`src/rtl/dram_rfsh_pkg.sv`:
```
package dram_rfsh_pkg;

  typedef enum logic [2:0] {
    ST_PAUSE,
    ST_IDLE,
    ST_CLEAD,
    ST_RLOW,
    ST_PRECH,
    ST_SRHOLD,
    ST_SRPRE
  } rfsh_st_t;

  function automatic int unsigned imax(input int unsigned a, input int unsigned b);
    return (a > b) ? a : b;
  endfunction

endpackage

```
`src/rtl/rfsh_tick_timer.sv`:
```
module rfsh_tick_timer #(
  parameter int unsigned PERIOD = 1950
) (
  input  logic clk,
  input  logic rst_n,
  input  logic en,
  input  logic clr,
  output logic tick
);
  localparam int unsigned TW = (PERIOD > 2) ? $clog2(PERIOD) : 1;
  localparam logic [TW-1:0] LAST = TW'(PERIOD - 1);

  logic [TW-1:0] tmr_q, tmr_d;

  always_comb begin
    tmr_d = tmr_q;
    tick  = 1'b0;
    if (clr) begin
      tmr_d = '0;
    end else if (en) begin
      if (tmr_q == LAST) begin
        tmr_d = '0;
        tick  = 1'b1;
      end else begin
        tmr_d = tmr_q + 1'b1;
      end
    end
  end

  always_ff @(posedge clk or negedge rst_n) begin
    if (!rst_n) tmr_q <= '0;
    else        tmr_q <= tmr_d;
  end
endmodule

```
`src/rtl/rfsh_owed_ctr.sv`:
```
module rfsh_owed_ctr #(
  parameter int unsigned LIMIT = 7
) (
  input  logic clk,
  input  logic rst_n,
  input  logic inc,
  input  logic dec,
  output logic nonzero,
  output logic ovf
);
  localparam int unsigned PW = $clog2(LIMIT + 2);
  localparam logic [PW-1:0] SAT = PW'(LIMIT + 1);
  localparam logic [PW-1:0] LIM = PW'(LIMIT);

  logic [PW-1:0] cnt_q, cnt_d;
  logic          ovf_q, ovf_d;

  always_comb begin
    cnt_d = cnt_q;
    ovf_d = ovf_q;
    unique case ({inc, dec})
      2'b10: begin
        if (cnt_q == LIM) ovf_d = 1'b1;
        if (cnt_q != SAT) cnt_d = cnt_q + 1'b1;
      end
      2'b01: if (cnt_q != '0) cnt_d = cnt_q - 1'b1;
      2'b11: if (cnt_q == '0) cnt_d = PW'(1);
      default: ;
    endcase
  end

  always_ff @(posedge clk or negedge rst_n) begin
    if (!rst_n) begin
      cnt_q <= '0;
      ovf_q <= 1'b0;
    end else begin
      cnt_q <= cnt_d;
      ovf_q <= ovf_d;
    end
  end

  assign nonzero = (cnt_q != '0);
  assign ovf     = ovf_q;
endmodule

```
`src/rtl/dram_refresh_sched.sv`:
```
module dram_refresh_sched
  import dram_rfsh_pkg::*;
#(
  parameter int unsigned CLK_MHZ      = 125,
  parameter int unsigned PAUSE_CYC    = 200 * CLK_MHZ,
  parameter int unsigned INTERVAL_CYC = (156 * CLK_MHZ) / 10,
  parameter int unsigned INIT_CBR     = 8,
  parameter int unsigned PEND_MAX     = 7,
  parameter int unsigned T_CSR        = 1,
  parameter int unsigned T_RAS        = (70 * CLK_MHZ + 999) / 1000,
  parameter int unsigned T_RP         = (50 * CLK_MHZ + 999) / 1000,
  parameter int unsigned T_RPS        = (130 * CLK_MHZ + 999) / 1000,
  parameter int unsigned T_SR_MIN     = 100 * CLK_MHZ + 1
) (
  input  logic clk,
  input  logic rst_n,
  input  logic gnt_i,
  input  logic sr_req_i,
  output logic rfsh_req_o,
  output logic init_done_o,
  output logic bus_own_o,
  output logic ras_n_o,
  output logic cas_n_o,
  output logic we_n_o,
  output logic self_rfsh_o,
  output logic owed_ovf_o
);
  localparam int unsigned CMAX = imax(imax(imax(PAUSE_CYC, T_SR_MIN), imax(T_RPS, T_RAS)),
                                      imax(T_RP, T_CSR));
  localparam int unsigned CW   = $clog2(CMAX + 1);
  localparam int unsigned IW   = $clog2(INIT_CBR + 1);
  localparam logic [CW-1:0] PAUSE_LAST = CW'(PAUSE_CYC - 1);
  localparam logic [CW-1:0] CSR_LAST   = CW'(T_CSR - 1);
  localparam logic [CW-1:0] RAS_LAST   = CW'(T_RAS - 1);
  localparam logic [CW-1:0] RP_LAST    = CW'(T_RP - 1);
  localparam logic [CW-1:0] RPS_LAST   = CW'(T_RPS - 1);
  localparam logic [CW-1:0] SRMIN_LAST = CW'(T_SR_MIN - 1);

  // reset: asynchronous assert, two-stage synchronous release
  logic rs1_q, rs2_q, rst_i;
  always_ff @(posedge clk or negedge rst_n) begin
    if (!rst_n) begin
      rs1_q <= 1'b0;
      rs2_q <= 1'b0;
    end else begin
      rs1_q <= 1'b1;
      rs2_q <= rs1_q;
    end
  end
  assign rst_i = rs2_q;

  rfsh_st_t      st_q, st_d;
  logic [CW-1:0] cnt_q, cnt_d;
  logic [IW-1:0] init_q, init_d;
  logic          sr_next_q, sr_next_d;
  logic          enter_q, enter_d;
  logic          cbr_done, owed_nz, owed_any, init_done, tick, tmr_en, tmr_clr;

  assign init_done = (init_q == '0);
  assign owed_any  = (init_q != '0) || owed_nz;
  assign rfsh_req_o = (st_q == ST_IDLE) && (owed_any || (sr_req_i && init_done));

  always_comb begin
    st_d      = st_q;
    cnt_d     = cnt_q + 1'b1;
    init_d    = init_q;
    sr_next_d = sr_next_q;
    enter_d   = enter_q;
    cbr_done  = 1'b0;
    unique case (st_q)
      ST_PAUSE: if (cnt_q == PAUSE_LAST) begin
        st_d  = ST_IDLE;
        cnt_d = '0;
      end
      ST_IDLE: begin
        cnt_d = '0;
        if (rfsh_req_o && gnt_i) begin
          st_d      = ST_CLEAD;
          sr_next_d = !owed_any;
        end
      end
      ST_CLEAD: if (cnt_q == CSR_LAST) begin
        cnt_d = '0;
        if (enter_q) begin
          st_d    = ST_SRHOLD;
          enter_d = 1'b0;
        end else begin
          st_d = ST_RLOW;
        end
      end
      ST_RLOW: if (cnt_q == RAS_LAST) begin
        cnt_d = '0;
        st_d  = ST_PRECH;
      end
      ST_PRECH: if (cnt_q == RP_LAST) begin
        cnt_d    = '0;
        cbr_done = 1'b1;
        if (sr_next_q) begin
          sr_next_d = 1'b0;
          enter_d   = 1'b1;
          st_d      = ST_CLEAD;
        end else begin
          st_d = ST_IDLE;
        end
      end
      ST_SRHOLD: if (cnt_q >= SRMIN_LAST) begin
        if (!sr_req_i) begin
          cnt_d = '0;
          st_d  = ST_SRPRE;
        end else begin
          cnt_d = cnt_q;
        end
      end
      ST_SRPRE: if (cnt_q == RPS_LAST) begin
        cnt_d = '0;
        st_d  = ST_CLEAD;
      end
      default: begin
        st_d  = ST_PAUSE;
        cnt_d = '0;
      end
    endcase
    if (cbr_done && (init_q != '0)) init_d = init_q - 1'b1;
  end

  always_ff @(posedge clk or negedge rst_i) begin
    if (!rst_i) begin
      st_q      <= ST_PAUSE;
      cnt_q     <= '0;
      init_q    <= IW'(INIT_CBR);
      sr_next_q <= 1'b0;
      enter_q   <= 1'b0;
    end else begin
      st_q      <= st_d;
      cnt_q     <= cnt_d;
      init_q    <= init_d;
      sr_next_q <= sr_next_d;
      enter_q   <= enter_d;
    end
  end

  assign tmr_clr = (st_q == ST_SRHOLD);
  assign tmr_en  = init_done && (st_q != ST_SRHOLD) && (st_q != ST_SRPRE);

  rfsh_tick_timer #(.PERIOD(INTERVAL_CYC)) u_tmr (
    .clk  (clk),
    .rst_n(rst_i),
    .en   (tmr_en),
    .clr  (tmr_clr),
    .tick (tick)
  );

  rfsh_owed_ctr #(.LIMIT(PEND_MAX)) u_owed (
    .clk    (clk),
    .rst_n  (rst_i),
    .inc    (tick),
    .dec    (cbr_done && (init_q == '0)),
    .nonzero(owed_nz),
    .ovf    (owed_ovf_o)
  );

  assign init_done_o = init_done;
  assign bus_own_o   = (st_q != ST_PAUSE) && (st_q != ST_IDLE);
  assign ras_n_o     = !((st_q == ST_RLOW) || (st_q == ST_SRHOLD));
  assign cas_n_o     = !((st_q == ST_CLEAD) || (st_q == ST_RLOW) || (st_q == ST_SRHOLD));
  assign we_n_o      = 1'b1;
  assign self_rfsh_o = (st_q == ST_SRHOLD);
endmodule

```
`config.mk`:
```
export PLATFORM = sky130hd
export DESIGN_NAME = dram_refresh_sched
export DESIGN_NICKNAME = d
export VERILOG_FILES = /design/src/rtl/dram_rfsh_pkg.sv /design/src/rtl/rfsh_tick_timer.sv /design/src/rtl/rfsh_owed_ctr.sv /design/src/rtl/dram_refresh_sched.sv
export SDC_FILE = /design/constraint.sdc
export NUM_CORES = 1
export LEC_CHECK = 0
export BUFFER_PORTS_ARGS = -buffer_cell sky130_fd_sc_hd__buf_2
export CAP_MARGIN = 30
export CORE_ASPECT_RATIO = 1.75
export CORE_MARGIN = 4
export CORE_UTILIZATION = 64
export CTS_BUF_LIST = sky130_fd_sc_hd__clkbuf_4 sky130_fd_sc_hd__clkbuf_8
export CTS_CLUSTER_DIAMETER = 40
export DETAILED_ROUTE_END_ITERATION = 10
export GPL_ROUTABILITY_DRIVEN = 1
export MAX_ROUTING_LAYER = met4
export PLACE_DENSITY = 0.79
export SLEW_MARGIN = 10
export SYNTH_ARGS = -nofsm -noshare
export SYNTH_HDL_FRONTEND = slang
export SYNTH_SLANG_ARGS = --single-unit
```
`constraint.sdc`:
```
create_clock -name clk -period 1.9 [get_ports clk]
set_input_delay 0.19 -clock clk [delete_from_list [all_inputs] [get_ports clk]]
set_output_delay 0.19 -clock clk [all_outputs]
set_load 0.01 [all_outputs]
```
==> results_dict.tcl, run 1 <==
set metrics [dict create \
    status "aborted with a tool error" \
    stop_stage "global routing (5_1_grt)" \
    error "[ERROR DPL-0038] Utilization greater than 100%, impossible to legalize" \
    synth_top_area_share 0.387 \
    ys_ff_latch 42 \
    cts_made_buffers 5 \
    die_x_um 56.6 \
    post_synth.cell_area_avg_um2 8.83 \
    grt_worst_setup_endpoint "u_owed.cnt_q[2]$_DFFE_PN0P_/D" \
    synth_common_cells "dfrtp_1, nand2_1, o21ai_0, nor2_1" \
    synthFlopType "dfrtp_1" \
    cts.path.max_buffers 2 \
    io_pins 12 \
    fp-row-count 30 \
    synth_edf_count 0 \
    dp.cells 423 \
    synthArstFlopShare 1.00 \
    cts_num_sinks 42 \
    io_buffers 10 \
    syn_inst 300 \
    netlist_area_um2 2650 \
    worstEpCategory "register data pin" \
    die_h_um 93.1 \
    ys_seq_area_frac 0.397 \
    synth_largest_area_cell "dfrtp_1" \
    grt_max_degree 41 \
    initial_core_util 0.672 \
    cts_max_level 2 \
    cts-root-buf "clkbuf_8" \
    yosysMostFrequentCell "dfrtp_1" \
    ys_warn_count 0 \
    synth.distinct_cells 58 \
    placed_cell_area_um2 3320 \
    dp_hpwl_mm 5.44 \
    synth.area.top_cells "dfrtp_1, o21ai_0, nand2_1" \
    place.gp.congestion 0.861 \
    pre_cts_slack_ns -0.824 \
]
## through the flow
stage	hold slack, ns	TNS [ns]
floorplan	-0.106	-13.94
global placement	-0.0243	-15.44
detailed placement	-0.0182	-18.74
CTS	0.203	-18.91
## cells by family after synthesis
| kind of cell | Yosys count | synth area share |
|---|---|---|
| buffers and inverters | 32 | 0.0576 |
| DFF | 42 | 0.397 |
| adders and majority gates | 8 | 0.0378 |
| other | 1 | 0.00142 |
| and+or+nand+nor | 121 | 0.251 |
| AOI/OAI and AO/OA | 81 | 0.200 |
| xor gates and xnor gates | 11 | 0.0392 |
| muxes | 4 | 0.0156 |
## timing repair
action	CTS
buffers inserted	15
cloned	2
endpoints found under the hold margin	2
pin swaps	14
resized for setup	55
setup endpoints to repair	43
hold buffers	1
==> inputs of run 2 (changes only) <==
--- a/config.mk
+++ b/config.mk
@@ -7,15 +7,11 @@
 export LEC_CHECK = 0
 export BUFFER_PORTS_ARGS = -buffer_cell sky130_fd_sc_hd__buf_2
 export CAP_MARGIN = 30
-export CORE_ASPECT_RATIO = 1.75
 export CORE_MARGIN = 4
-export CORE_UTILIZATION = 64
-export CTS_BUF_LIST = sky130_fd_sc_hd__clkbuf_4 sky130_fd_sc_hd__clkbuf_8
-export CTS_CLUSTER_DIAMETER = 40
+export CORE_UTILIZATION = 40
 export DETAILED_ROUTE_END_ITERATION = 10
 export GPL_ROUTABILITY_DRIVEN = 1
-export MAX_ROUTING_LAYER = met4
-export PLACE_DENSITY = 0.79
+export PLACE_DENSITY_LB_ADDON = 0.15
 export SLEW_MARGIN = 10
 export SYNTH_ARGS = -nofsm -noshare
 export SYNTH_HDL_FRONTEND = slang
==> run 2 against run 1 <==
The flow now finishes, with violations (negative setup slack); synthesized cell count unchanged; area after synthesis unchanged.
==> results_dict.tcl, run 2 <==
set metrics [dict create \
    cts_num_sinks 42 \
    grt_max_degree 41 \
    post_synth.cell_area_avg_um2 8.83 \
    dp_hpwl_mm 4.78 \
    grtUsageMet2 0.360 \
    worstPathArrival_ns 2.97 \
    critPathLaunchType "flop" \
    setup_violations 39 \
    drc 0 \
    finish.instance_area_um2 4020 \
    synth_top_area_share 0.387 \
    cts_tree "yes" \
    fin_skew_ns 0.0172 \
    rr_worst_depth 13 \
    fp-row-count 29 \
    largest-register "cnt_q" \
    grt.met3_usage 0.0350 \
    status "finished with violations" \
    synthArstFlopShare 1.00 \
    initialDrtViolationCount 91 \
    grt_use_total 0.197 \
    top_usage_layer "met2" \
    io_buffers 10 \
    p_leak_nw 1.90 \
    slew_headroom 0.631 \
    synth_common_cells "dfrtp_1, nand2_1, o21ai_0, nor2_1" \
    initial_core_util 0.415 \
    core_um2 6390 \
    final_cell_mix "buf_4, dfrtp_1, nand2_1" \
    crit_required_ns 2.09 \
    cts.path.max_buffers 2 \
    drive_above_1_share 0.462 \
    die_area_um2 7990 \
    p_per_area_nw_per_um2 383 \
    diodes 0 \
    drv_slew 0 \
    viasPerCell 5.41 \
    drt_first_pass_iters 4 \
    path_cells "or4_4, buf_4, buf_6, o41ai_4, o21ai_2, buf_4, buf_4, buf_4, buf_4, nor4_4, buf_4, and3_1, a221oi_2" \
    crit_buf_inv 7 \
    postRouteAntennaNets 0 \
    syn_inst 300 \
    pre_cts_slack_ns -0.814 \
    timing.fmax_mhz 359 \
    clk_pin_slew_worst_paths_ns 0.09 \
    cts_made_buffers 5 \
    hold_viol 0 \
    num-nets-final 427 \
    grtUsageMet1 0.236 \
    critPathKind "flop to flop" \
    peakVddDrop_mv 0.287 \
    ys_ff_latch 42 \
    synth_edf_count 0 \
    reg_top3 "cnt_q (15), u_tmr.tmr_q (11)" \
    synth.distinct_cells 58 \
    synth.area.top_cells "dfrtp_1, o21ai_0, nand2_1" \
    crit_family "buffers and inverters" \
    place.gp.congestion 0.814 \
    setup_ws_ns -0.884 \
    crit_slowest_cell "or4_4" \
    ys_seq_area_frac 0.397 \
    first_global_vias 2627 \
    die_h_um 89.4 \
    io_pins 12 \
    fin_util 0.630 \
    drt_wl_total_mm 7.51 \
    wl_per_cell_um 15.2 \
    end_kind "flop" \
    cts-root-buf "clkbuf_8" \
    tightest_slew_ns 0.548 \
    clock_latency_ns 0.31 \
    hp-class "input port to asynchronous set/reset pin" \
    via_count 2668 \
    placed_cell_area_um2 3380 \
    cpPeakStageDelay_ns 0.55 \
    netlist_area_um2 2650 \
    violations "negative setup slack" \
    cp_num_cells 13 \
    synth_largest_area_cell "dfrtp_1" \
    grt_pass1_wl_mm 12.2 \
    grt_setup_unrepaired "yes" \
    die_x_um 89.4 \
    antenna_found_initial 0 \
    synthFlopType "dfrtp_1" \
    final_common_cell "buf_4" \
    maxCapViolCount 0 \
    cts_max_level 2 \
    grt_overflow 0 \
    yosysMostFrequentCell "dfrtp_1" \
    largest_reg_flops 15 \
    fillCellCount 510 \
    area_delta_synth_final_pct 51.9 \
    crit_fanout 5 \
    path_common_cell "buf_4" \
    finalCritPeriodShare 1.47 \
    layout_min_cycle_time_ns 2.78 \
    ys_warn_count 0 \
]
run 2: where the power goes:
group	switching [mW]	leakage [nW]	total [mW]	internal (mW)
combinational	0.0228	1.34	0.0331	0.0103
clock	0.317	0.0482	0.610	0.294
sequential	0.00103	0.511	0.896	0.895
total	0.341	1.90	1.54	1.20
run 2: what timing repair did:
| action | CTS | global route |
|---|---|---|
| hold buffers | 1 | 0 |
| hold endpoints to repair | 2 | 0 |
| buffers inserted | 17 | 12 |
| gates cloned | 2 | 0 |
| pin swaps | 10 | 9 |
| endpoints found under the setup margin | 40 | 42 |
| gates resized for setup | 34 | 31 |
run 2: final cells by class:
| type | count | area, um^2 | share of cell area |
|---|---|---|---|
| well taps | 77 | 96.3 | 0.0239 |
| clock buffers | 7 | 86.3 | 0.0215 |
| clock inverters | 1 | 5.00 | 0.00124 |
| multi-input cells | 227 | 1700 | 0.423 |
| flip-flops and latches | 42 | 1060 | 0.262 |
| inverters | 16 | 60.1 | 0.0149 |
| repair buffers | 123 | 1020 | 0.253 |
run 2: cell families after synthesis:
group,Yosys count,synth area share
AND/OR/NAND/NOR,121,0.251
AO/OA/AOI/OAI,81,0.200
flip-flops,42,0.397
buffers and inverters,32,0.0576
XOR/XNOR,11,0.0392
adder cells (fa/ha/maj),8,0.0378
multiplexers,4,0.0156
other,1,0.00142
run 2: metal layers:
metal / routed length, um / vias up
met5: 0 / -
li1: - / 1311
met1: 3240 / 1303
met3: 167 / 17
met2: 3970 / 37
met4: 141 / 0
run 2: path summary, 6_finish.rpt:
kind	from	endpoint	slack, ns
worst max-delay path	cnt_q[12]$_DFFE_PN0P_	st_q[1]$_DFFE_PN0P_	-0.88
worst min-delay path	rst_n	rs2_q$_DFF_PN0_	0.20
worst max register to register	cnt_q[12]$_DFFE_PN0P_	st_q[1]$_DFFE_PN0P_	-0.88
worst min register to register	rs2_q$_DFF_PN0_	cnt_q[12]$_DFFE_PN0P_	0.23
max in group asynchronous	rs2_q$_DFF_PN0_	init_q[3]$_DFFE_PN1P_	1.40
min in group clk	sr_req_i	cnt_q[14]$_DFFE_PN0P_	0.27
run 2: through the flow:
step	total power, mW	TNS (ns)	hold slack [ns]	instances
finish	1.54	-23.34	0.196	493
global route	1.60	-27.00	0.190	493
CTS	1.55	-19.90	0.187	482
detailed placement	0.946	-18.11	-0.0222	454
global placement	0.946	-15.94	-0.0249	454
floorplan	0.931	-13.94	-0.106	301
No activity file was read; power rests on OpenSTA's default activity.
